`src/rtl/wdg_pkg.sv`:
```
package wdg_pkg;
   typedef enum logic {
      DIV_FINE   = 1'b0,
      DIV_COARSE = 1'b1
   } div_sel_e;

   localparam int unsigned BUS_W        = 8;
   localparam int unsigned DEF_CNT_W    = 15;
   localparam int unsigned DEF_FINE_LG  = 4;
   localparam int unsigned DEF_COARSE_LG = 7;
endpackage

```
`src/rtl/wdg_prescaler.sv`:
```
module wdg_prescaler
   import wdg_pkg::*;
#(
   parameter int unsigned FINE_LG   = DEF_FINE_LG,
   parameter int unsigned COARSE_LG = DEF_COARSE_LG
) (
   input  logic     clk,
   input  logic     rst_n,
   input  div_sel_e sel,
   output logic     tick
);
   if (FINE_LG < 1 || COARSE_LG <= FINE_LG) begin : g_bad_ratio
      $error("wdg_prescaler: need 1 <= FINE_LG < COARSE_LG");
   end

   logic [COARSE_LG-1:0] phase;
   logic                 fine_hit;
   logic                 coarse_hit;

   always_ff @(posedge clk) begin
      if (!rst_n) phase <= '0;
      else        phase <= phase + 1'b1;
   end

   assign fine_hit   = &phase[FINE_LG-1:0];
   assign coarse_hit = &phase;
   assign tick       = (sel == DIV_COARSE) ? coarse_hit : fine_hit;

   assert_tick_spaced_R2: assert property (@(posedge clk) disable iff (!rst_n)
      tick |=> !tick);
   assert_coarse_aligned_R3: assert property (@(posedge clk) disable iff (!rst_n)
      (tick && sel == DIV_COARSE) |-> (phase == '1));
endmodule

```
`src/rtl/wdg_regs.sv`:
```
module wdg_regs
   import wdg_pkg::*;
#(
   parameter int unsigned  ADDR_W    = BUS_W,
   parameter int unsigned  DATA_W    = BUS_W,
   parameter logic [7:0]   CTRL_ADDR = 8'h0F,
   parameter logic [7:0]   KICK_ADDR = 8'h0E,
   parameter int unsigned  SEL_BIT   = 7
) (
   input  logic              clk,
   input  logic              rst_n,
   input  logic              we,
   input  logic [ADDR_W-1:0] addr,
   input  logic [DATA_W-1:0] wdata,
   output div_sel_e          sel,
   output logic              kick
);
   if (SEL_BIT >= DATA_W) begin : g_bad_bit
      $error("wdg_regs: SEL_BIT outside data word");
   end
   if (CTRL_ADDR == KICK_ADDR) begin : g_bad_map
      $error("wdg_regs: control and restart addresses collide");
   end

   logic ctrl_hit;
   logic unused_wdata_bits;

   assign ctrl_hit = we && (addr == ADDR_W'(CTRL_ADDR));
   assign kick     = we && (addr == ADDR_W'(KICK_ADDR));
   assign unused_wdata_bits = ^wdata;

   always_ff @(posedge clk) begin
      if (!rst_n)        sel <= DIV_FINE;
      else if (ctrl_hit) sel <= div_sel_e'(wdata[SEL_BIT]);
   end

   assert_sel_store_R4: assert property (@(posedge clk) disable iff (!rst_n)
      ctrl_hit |=> (sel == div_sel_e'($past(wdata[SEL_BIT]))));
   assert_sel_hold_R8: assert property (@(posedge clk) disable iff (!rst_n)
      !ctrl_hit |=> $stable(sel));
endmodule

```
`src/rtl/wdg_counter.sv`:
```
module wdg_counter #(
   parameter int unsigned CNT_W = wdg_pkg::DEF_CNT_W
) (
   input  logic             clk,
   input  logic             rst_n,
   input  logic             tick,
   input  logic             kick,
   output logic [CNT_W-1:0] cnt,
   output logic             irq
);
   localparam logic [CNT_W-1:0] RELOAD = '1;
   localparam logic [CNT_W-1:0] ONE    = CNT_W'(1);

   if (CNT_W < 2) begin : g_bad_width
      $error("wdg_counter: CNT_W must be at least 2");
   end

   always_ff @(posedge clk) begin
      if (!rst_n) begin
         cnt <= RELOAD;
         irq <= 1'b0;
      end else begin
         irq <= 1'b0;
         if (kick) begin
            cnt <= RELOAD;
         end else if (tick) begin
            if (cnt == '0) begin
               cnt <= RELOAD;
               irq <= 1'b1;
            end else begin
               cnt <= cnt - ONE;
            end
         end
      end
   end

   assert_kick_reload_R6: assert property (@(posedge clk) disable iff (!rst_n)
      kick |=> (cnt == RELOAD && !irq));
   assert_step_down_R2: assert property (@(posedge clk) disable iff (!rst_n)
      (tick && !kick && cnt != '0) |=> (cnt == $past(cnt) - ONE));
   assert_idle_hold_R2: assert property (@(posedge clk) disable iff (!rst_n)
      (!tick && !kick) |=> $stable(cnt));
   assert_irq_wraps_R5: assert property (@(posedge clk) disable iff (!rst_n)
      irq |-> (cnt == RELOAD));
   assert_irq_pulse_R9: assert property (@(posedge clk) disable iff (!rst_n)
      irq |=> !irq);
endmodule

```
`src/rtl/wdg_timer.sv`:
```
module wdg_timer
   import wdg_pkg::*;
#(
   parameter int unsigned CNT_W     = DEF_CNT_W,
   parameter int unsigned FINE_LG   = DEF_FINE_LG,
   parameter int unsigned COARSE_LG = DEF_COARSE_LG
) (
   input  logic       clk,
   input  logic       rst_n,
   input  logic       bus_we,
   input  logic [7:0] bus_addr,
   input  logic [7:0] bus_wdata,
   output logic       wdg_irq,
   output logic [7:0] ctrl_rdata
);
   localparam int unsigned RB_W = BUS_W - 1;

   div_sel_e         sel;
   logic             kick;
   logic             tick;
   logic [CNT_W-1:0] cnt;
   logic [RB_W-1:0]  cnt_view;

   wdg_regs #(
      .ADDR_W(BUS_W), .DATA_W(BUS_W),
      .CTRL_ADDR(8'h0F), .KICK_ADDR(8'h0E), .SEL_BIT(7)
   ) regs_i (
      .clk(clk), .rst_n(rst_n), .we(bus_we), .addr(bus_addr),
      .wdata(bus_wdata), .sel(sel), .kick(kick)
   );

   wdg_prescaler #(.FINE_LG(FINE_LG), .COARSE_LG(COARSE_LG)) pre_i (
      .clk(clk), .rst_n(rst_n), .sel(sel), .tick(tick)
   );

   wdg_counter #(.CNT_W(CNT_W)) cnt_i (
      .clk(clk), .rst_n(rst_n), .tick(tick), .kick(kick),
      .cnt(cnt), .irq(wdg_irq)
   );

   if (CNT_W >= RB_W) begin : g_view_top
      assign cnt_view = cnt[CNT_W-1 -: RB_W];
   end else begin : g_view_pad
      assign cnt_view = {{(RB_W-CNT_W){1'b0}}, cnt};
   end

   assign ctrl_rdata = {sel, cnt_view};

   assert_rdata_sel_R4: assert property (@(posedge clk) disable iff (!rst_n)
      (bus_we && bus_addr == 8'h0F) |=> (ctrl_rdata[7] == $past(bus_wdata[7])));
   assert_irq_from_tick_R5: assert property (@(posedge clk) disable iff (!rst_n)
      $rose(wdg_irq) |-> $past(tick && !kick));
endmodule

```
`config.mk`:
```
export PLATFORM = sky130hd
export DESIGN_NAME = wdg_timer
export DESIGN_NICKNAME = d
export VERILOG_FILES = /design/src/rtl/wdg_pkg.sv /design/src/rtl/wdg_prescaler.sv /design/src/rtl/wdg_regs.sv /design/src/rtl/wdg_counter.sv /design/src/rtl/wdg_timer.sv
export SDC_FILE = /design/constraint.sdc
export NUM_CORES = 1
export LEC_CHECK = 0
export BUFFER_PORTS_ARGS = -buffer_cell sky130_fd_sc_hd__buf_2
export CAP_MARGIN = 30
export CORE_MARGIN = 5
export CORE_UTILIZATION = 51
export CTS_CLUSTER_DIAMETER = 60
export DETAILED_ROUTE_END_ITERATION = 12
export PLACE_DENSITY = 0.77
export REMOVE_ABC_BUFFERS = 1
export SLEW_MARGIN = 10
export SYNTH_ARGS = -nofsm -noshare
export SYNTH_HDL_FRONTEND = slang
export SYNTH_HIERARCHICAL = 1
export SYNTH_SLANG_ARGS = --single-unit
```
`constraint.sdc`:
```
create_clock -name clk -period 2.3 [get_ports clk]
set_input_delay 0.575 -clock clk [delete_from_list [all_inputs] [get_ports clk]]
set_output_delay 0.575 -clock clk [all_outputs]
set_load 0.02 [all_outputs]
```
==> results of run 1 <==
cells in the final DEF (no fill, tap or decap), types with 4 or more instances in the layout:
master   synthesis  routed
nor3_1           4       4
nor2_1           5       5
and2_1           5       5
nand2_1         26      26
xor2_1          10      10
nand4_1          6       6
buf_2            1      20
nand3_1          4       4
xnor2_1          6       6
dfxtp_1         24      24
buf_4            1       5
cell type report:
class	count	area (um2)	area share (%)
Clock buffer	4	36.3	2.73
Tap cell	28	35.0	2.64
Multi-Input combinational cell	92	632	47.6
Inverter	2	7.51	0.565
Sequential cell	24	480	36.2
Timing Repair Buffer	25	138	10.4
flip-flops by register name, indices dropped and copies added, names as in the netlist:
signal	flops
cnt_i/cnt	15
cnt_i/irq	1
pre_i/phase	7
regs_i/sel	1
power by group through the flow:
stage / sequential, mW / clock, mW / combinational, mW
after floorplan: 0.432 / 0 / 0.0139
after global placement: 0.432 / 0 / 0.0295
after detailed placement: 0.433 / 0 / 0.0307
after CTS: 0.424 / 0.221 / 0.0307
after global routing: 0.425 / 0.244 / 0.0347
final: 0.424 / 0.212 / 0.0302
cell usage after synthesis (all sizes together), types with 3 or more instances:
cell and instances:
dfxtp 24, nand4 6, xnor2 6, nand3 6
nor2 5, nand2 26, nor4b 3, nor3 4
ha 3, xor2 10, nor2b 3, and2 5
per-layer routing:
layer,global-route usage (%),wire length [um]
met1,16.5,953
met5,0,0
met3,2.71,114
met2,27.7,1140
met4,5.96,27
path summary, 6_finish.rpt:
kind | start | slack [ps] | end
worst max-delay path | pre_i/phase[0] | 160 | cnt_i/cnt[9]
worst min-delay path | pre_i/phase[0] | 480 | pre_i/phase[0]
worst max register to register | pre_i/phase[0] | 160 | cnt_i/cnt[9]
worst min register to register | pre_i/phase[0] | 480 | pre_i/phase[0]
kinds of logic (layout without fill, tap and decap cells):
logic type                 Yosys count  after routing  synth area share (%)
and+or+nand+nor                     66             66                  35.6
DFF                                 24             24                  42.4
xor gates and xnor gates            16             16                  12.4
AOI/OAI and AO/OA                    5              5                  2.76
buffers and inverters                4             31                  1.77
adders and majority gates            3              3                  3.32
muxes                                2              2                  1.77
critical path: cells and delay by family, from the launching register on:
family,cells,cell delay [ps]
compound gates,1,200
fa+ha+maj,1,210
flops,1,390
simple gates,4,1090
xor+xnor,1,160
==> flow_summary.toml, run 1 <==
[drt]
wl_mm = 2.24
drt_iter0_drc = 8
vias_per_cell = 5.13
post_drt_wl_per_cell_um = 12.8
vias = 898
drc = 0
antenna_left = 0
first_pass_iters = 4

[clock_network]
numCtsBuffers = 3
cts_setup_buffers = 0
cts-root-buf = "clkbuf_4"
cts_tree = "yes"
clk-insertion-delay-late_ps = 300
h-tree-depth = 1
postCtsHoldBufs = 0
cts_sinks = 24
cts_buffer_depth = 2
cts.clk_slew.worst_paths_ps = 120
cts_resized = 0

[outcome]
outcome = "finished, final reports clean"

[yosys]
synth_top_cell_area_share_pct = 42.4
syn_inst = 120
synth_cell_type_count = 29
synthTopCellsByArea = "dfxtp_1, nand2_1, xor2_1"
ys_warn_count = 6
synth-main-ff-cell = "dfxtp_1"
synth_edf_count = 0
seq_area_frac_synth_pct = 42.4
avgSynthCellArea_um2 = 9.44
syn-cell-area_um2 = 1130
ys_seq_elements = 24
synthArstFlopShare_pct = 0
netlist.top_cell.by_area = "dfxtp_1"

[pwr]
total_power_uw = 666
pwr-share-seq_pct = 63.7
pwr-share-clk_pct = 31.8
power-per-cell-area_nw_per_um2 = 501
p_sw_share_pct = 19.9
p_int_uw = 533
ir_worst_vdd_uv = 314
switchingPower_uw = 133
power.leakage_nw = 0.503
comb_power_share_pct = 4.5

[floorplan]
die-height_um = 57.1
io_pins = 28
coreArea_um2 = 2170
start_util_pct = 52.2
die_x_um = 57.1
rows = 17
dieArea_um2 = 3260

[finish]
antenna_cells = 0
n_fill_cell = 207
utilization_pct = 61.2
finish.instance_area_um2 = 1330
nets = 170
final_cells = 175
drive_above_1_share_pct = 26.5
area_growth_pct = 17.3

[placed_design]
hpwl_mm = 1.78
io_buffers = 20
place_congestion = 0.756
pre_cts_ws_ps = 231
dpl.cell_count = 171
post_dp_cell_area_um2 = 1290

[worst_hold_path]
min_path_type = "reg -> reg"
worstHoldPathCells = 1

[timing]
relSlewSlack_pct = 66.8
maxSlewViolCount = 0
setup_violations = 0
finalCriticalPeriod_ps = 2140
fmax_mhz = 468
fin_tns_setup_ps = 0
period_share_pct = 93.0
grt_setup_unrepaired = "false"
finalHoldViolations = 0
fin_ws_ps = 161
skew_ps = 1.74
worst_pin_slew_ps = 495
holdWs_ps = 478

[grt]
antenna_found_initial = 0
grt_usage_pct = 14.9
grt_pass1_vias = 916
grt_pass1_wl_mm = 3.88
grt_overflow = 0
grt_max_degree = 14

[setup_path]
slowest_stage = "or4b_4"
endpoint_kind = "flip-flop"
reg2reg_depth = 7
critPathKind = "reg -> reg"
cp_max_fo = 4
arrival_ps = 2340
critical_path_required_ps = 2500
cp-start-kind = "flip-flop"
critPathMaxStageDelay_ps = 530
cp_cell_sequence = "ha_1, nand3_2, a21oi_1, or4b_4, nor4b_2, xnor2_1, nand2_1"

[job]
maxCapViolations = 0
Note: power is estimated with default switching activity, not from simulation.
==> run 2: changes to the inputs <==
--- a/config.mk
+++ b/config.mk
@@ -8,10 +8,10 @@
 export BUFFER_PORTS_ARGS = -buffer_cell sky130_fd_sc_hd__buf_2
 export CAP_MARGIN = 30
 export CORE_MARGIN = 5
-export CORE_UTILIZATION = 51
+export CORE_UTILIZATION = 55
 export CTS_CLUSTER_DIAMETER = 60
 export DETAILED_ROUTE_END_ITERATION = 12
-export PLACE_DENSITY = 0.77
+export PLACE_DENSITY = 0.82
 export REMOVE_ABC_BUFFERS = 1
 export SLEW_MARGIN = 10
 export SYNTH_ARGS = -nofsm -noshare
==> constraint.sdc (replaced) <==
create_clock -name clk -period 2.6 [get_ports clk]
set_input_delay 0.65 -clock clk [delete_from_list [all_inputs] [get_ports clk]]
set_output_delay 0.65 -clock clk [all_outputs]
set_load 0.02 [all_outputs]
==> flow_summary.toml, run 2 (synthesized netlist as in run 1, its figures left out) <==
[grt]
grt_overflow = 0
grt_pass1_wl_mm = 3.89
top_usage_layer = "met2"
grt_usage_pct = 15.5
use_met2_pct = 27.7
antenna_found_initial = 0
globalRouteMet3Util_pct = 3.50
grt_pass1_vias = 909
grt.met1_usage_pct = 17.3
grt_max_degree = 15

[timing]
maxSlewViolCount = 0
finalCriticalPeriod_ps = 2170
grt_setup_unrepaired = "false"
relSlewSlack_pct = 60.3
fin_tns_setup_ps = 0
setup_violations = 0
skew_ps = 5.86
fmax_mhz = 460
period_share_pct = 83.6
fin_ws_ps = 425
finalHoldViolations = 0
worst_pin_slew_ps = 587

[clock_network]
numCtsBuffers = 3
h-tree-depth = 1
cts_resized = 0
cts-root-buf = "clkbuf_4"
clk-insertion-delay-late_ps = 310
cts.clk_slew.worst_paths_ps = 130
cts_buffer_depth = 2
cts_setup_buffers = 0
cts_tree = "yes"
cts_sinks = 24
postCtsHoldBufs = 0

[finish]
nets = 168
most-common-layout-cells = "nand2_1, dfxtp_1, buf_2"
n_fill_cell = 176
final_common_cell = "nand2_1"
area_growth_pct = 17.3
reg_top3 = "cnt_i/cnt x15, pre_i/phase x7"
drive_above_1_share_pct = 25.5
max_flop_register = "cnt_i/cnt"
antenna_cells = 0
final_cells = 172
largest_reg_flops = 15

[pwr]
power-per-cell-area_nw_per_um2 = 500
p_sw_share_pct = 18.6
switchingPower_uw = 124
ir_worst_vdd_uv = 412
power.leakage_nw = 0.500
p_int_uw = 541
comb_power_share_pct = 3.9
pwr-share-clk_pct = 39.8
pwr-share-seq_pct = 56.4

[drt]
drt_iter0_drc = 29
drc = 0
first_pass_iters = 6
post_drt_wl_per_cell_um = 12.6
wl_mm = 2.16
antenna_left = 0
vias = 924
vias_per_cell = 5.37

[setup_path]
endpoint_kind = "flip-flop"
critical_path_required_ps = 2790
arrival_ps = 2360
cp_max_fo = 4
cp-start-kind = "flip-flop"
critPathKind = "reg -> reg"
r2r_slack_ps = 430

[job]
maxCapViolations = 0

[placed_design]
place_congestion = 0.800
io_buffers = 20
dpl.cell_count = 168
hpwl_mm = 1.63
pre_cts_ws_ps = 450

[floorplan]
die-height_um = 55.4
io_pins = 28
rows = 16
die_x_um = 55.4
start_util_pct = 57.7
coreArea_um2 = 1960
dieArea_um2 = 3070

[worst_hold_path]
min_path_type = "reg -> reg"

[outcome]
outcome = "finished, final reports clean"
==> run 2: changes by cell type in the layout (fill, tap and decap cells not counted), sizes merged <==
| cell | before | now |
|---|---|---|
| buf | 25 | 23 |
| bufinv | 0 | 1 |
| clkbuf | 4 | 3 |
==> run 2: layout make-up <==
class                           instances  area [um2]  area share, %
Timing Repair Buffer                   23         123           9.23
Multi-Input combinational cell         92         632           47.6
Tap cell                               27        33.8           2.54
Clock inverter                          1        30.0           2.26
Sequential cell                        24         480           36.2
Clock buffer                            3        22.5           1.69
Inverter                                2        7.51          0.565
==> run 2: power by group through the flow <==
stage	Clock, mW	Sequential [mW]	Combinational (mW)
global route	0.297	0.376	0.0295
global placement	0	0.383	0.0246
detailed placement	0	0.383	0.0258
CTS	0.272	0.375	0.0259
floorplan	0	0.382	0.0123
finish	0.264	0.375	0.0256
==> run 2: metrics by stage <==
stage	instance area, um2	hold WS [ps]	power (mW)	util [%]
after global routing	1330	498	0.702	67.7
final	1330	463	0.665	67.7
after global placement	1280	434	0.407	65.1
after detailed placement	1280	448	0.409	65.1
after CTS	1330	468	0.673	67.7
after floorplan	1120	421	0.394	-
==> run 2: critical path, stage by stage (launching register included) <==
cell     delay [ps]
dfxtp_1         380
ha_1            210
nand3_2         130
a21oi_1         280
or4b_4          550
nor4b_2         300
xnor2_1         160
nand2_1          70
==> run 2: worst paths after layout <==
check,cells past startpoint,end,from
hold / removal,1,pre_i/phase[0],pre_i/phase[0]
setup / recovery,7,cnt_i/cnt[7],pre_i/phase[0]
setup reg to reg,7,cnt_i/cnt[7],pre_i/phase[0]
hold reg to reg,1,pre_i/phase[0],pre_i/phase[0]
==> run 2: per-layer routing <==
layer  up-vias  part of all wire (%)
met5         -                     0
met4         0                  0.56
met3         2                   4.0
met2        19                    55
met1       439                    40
li1        464                     -
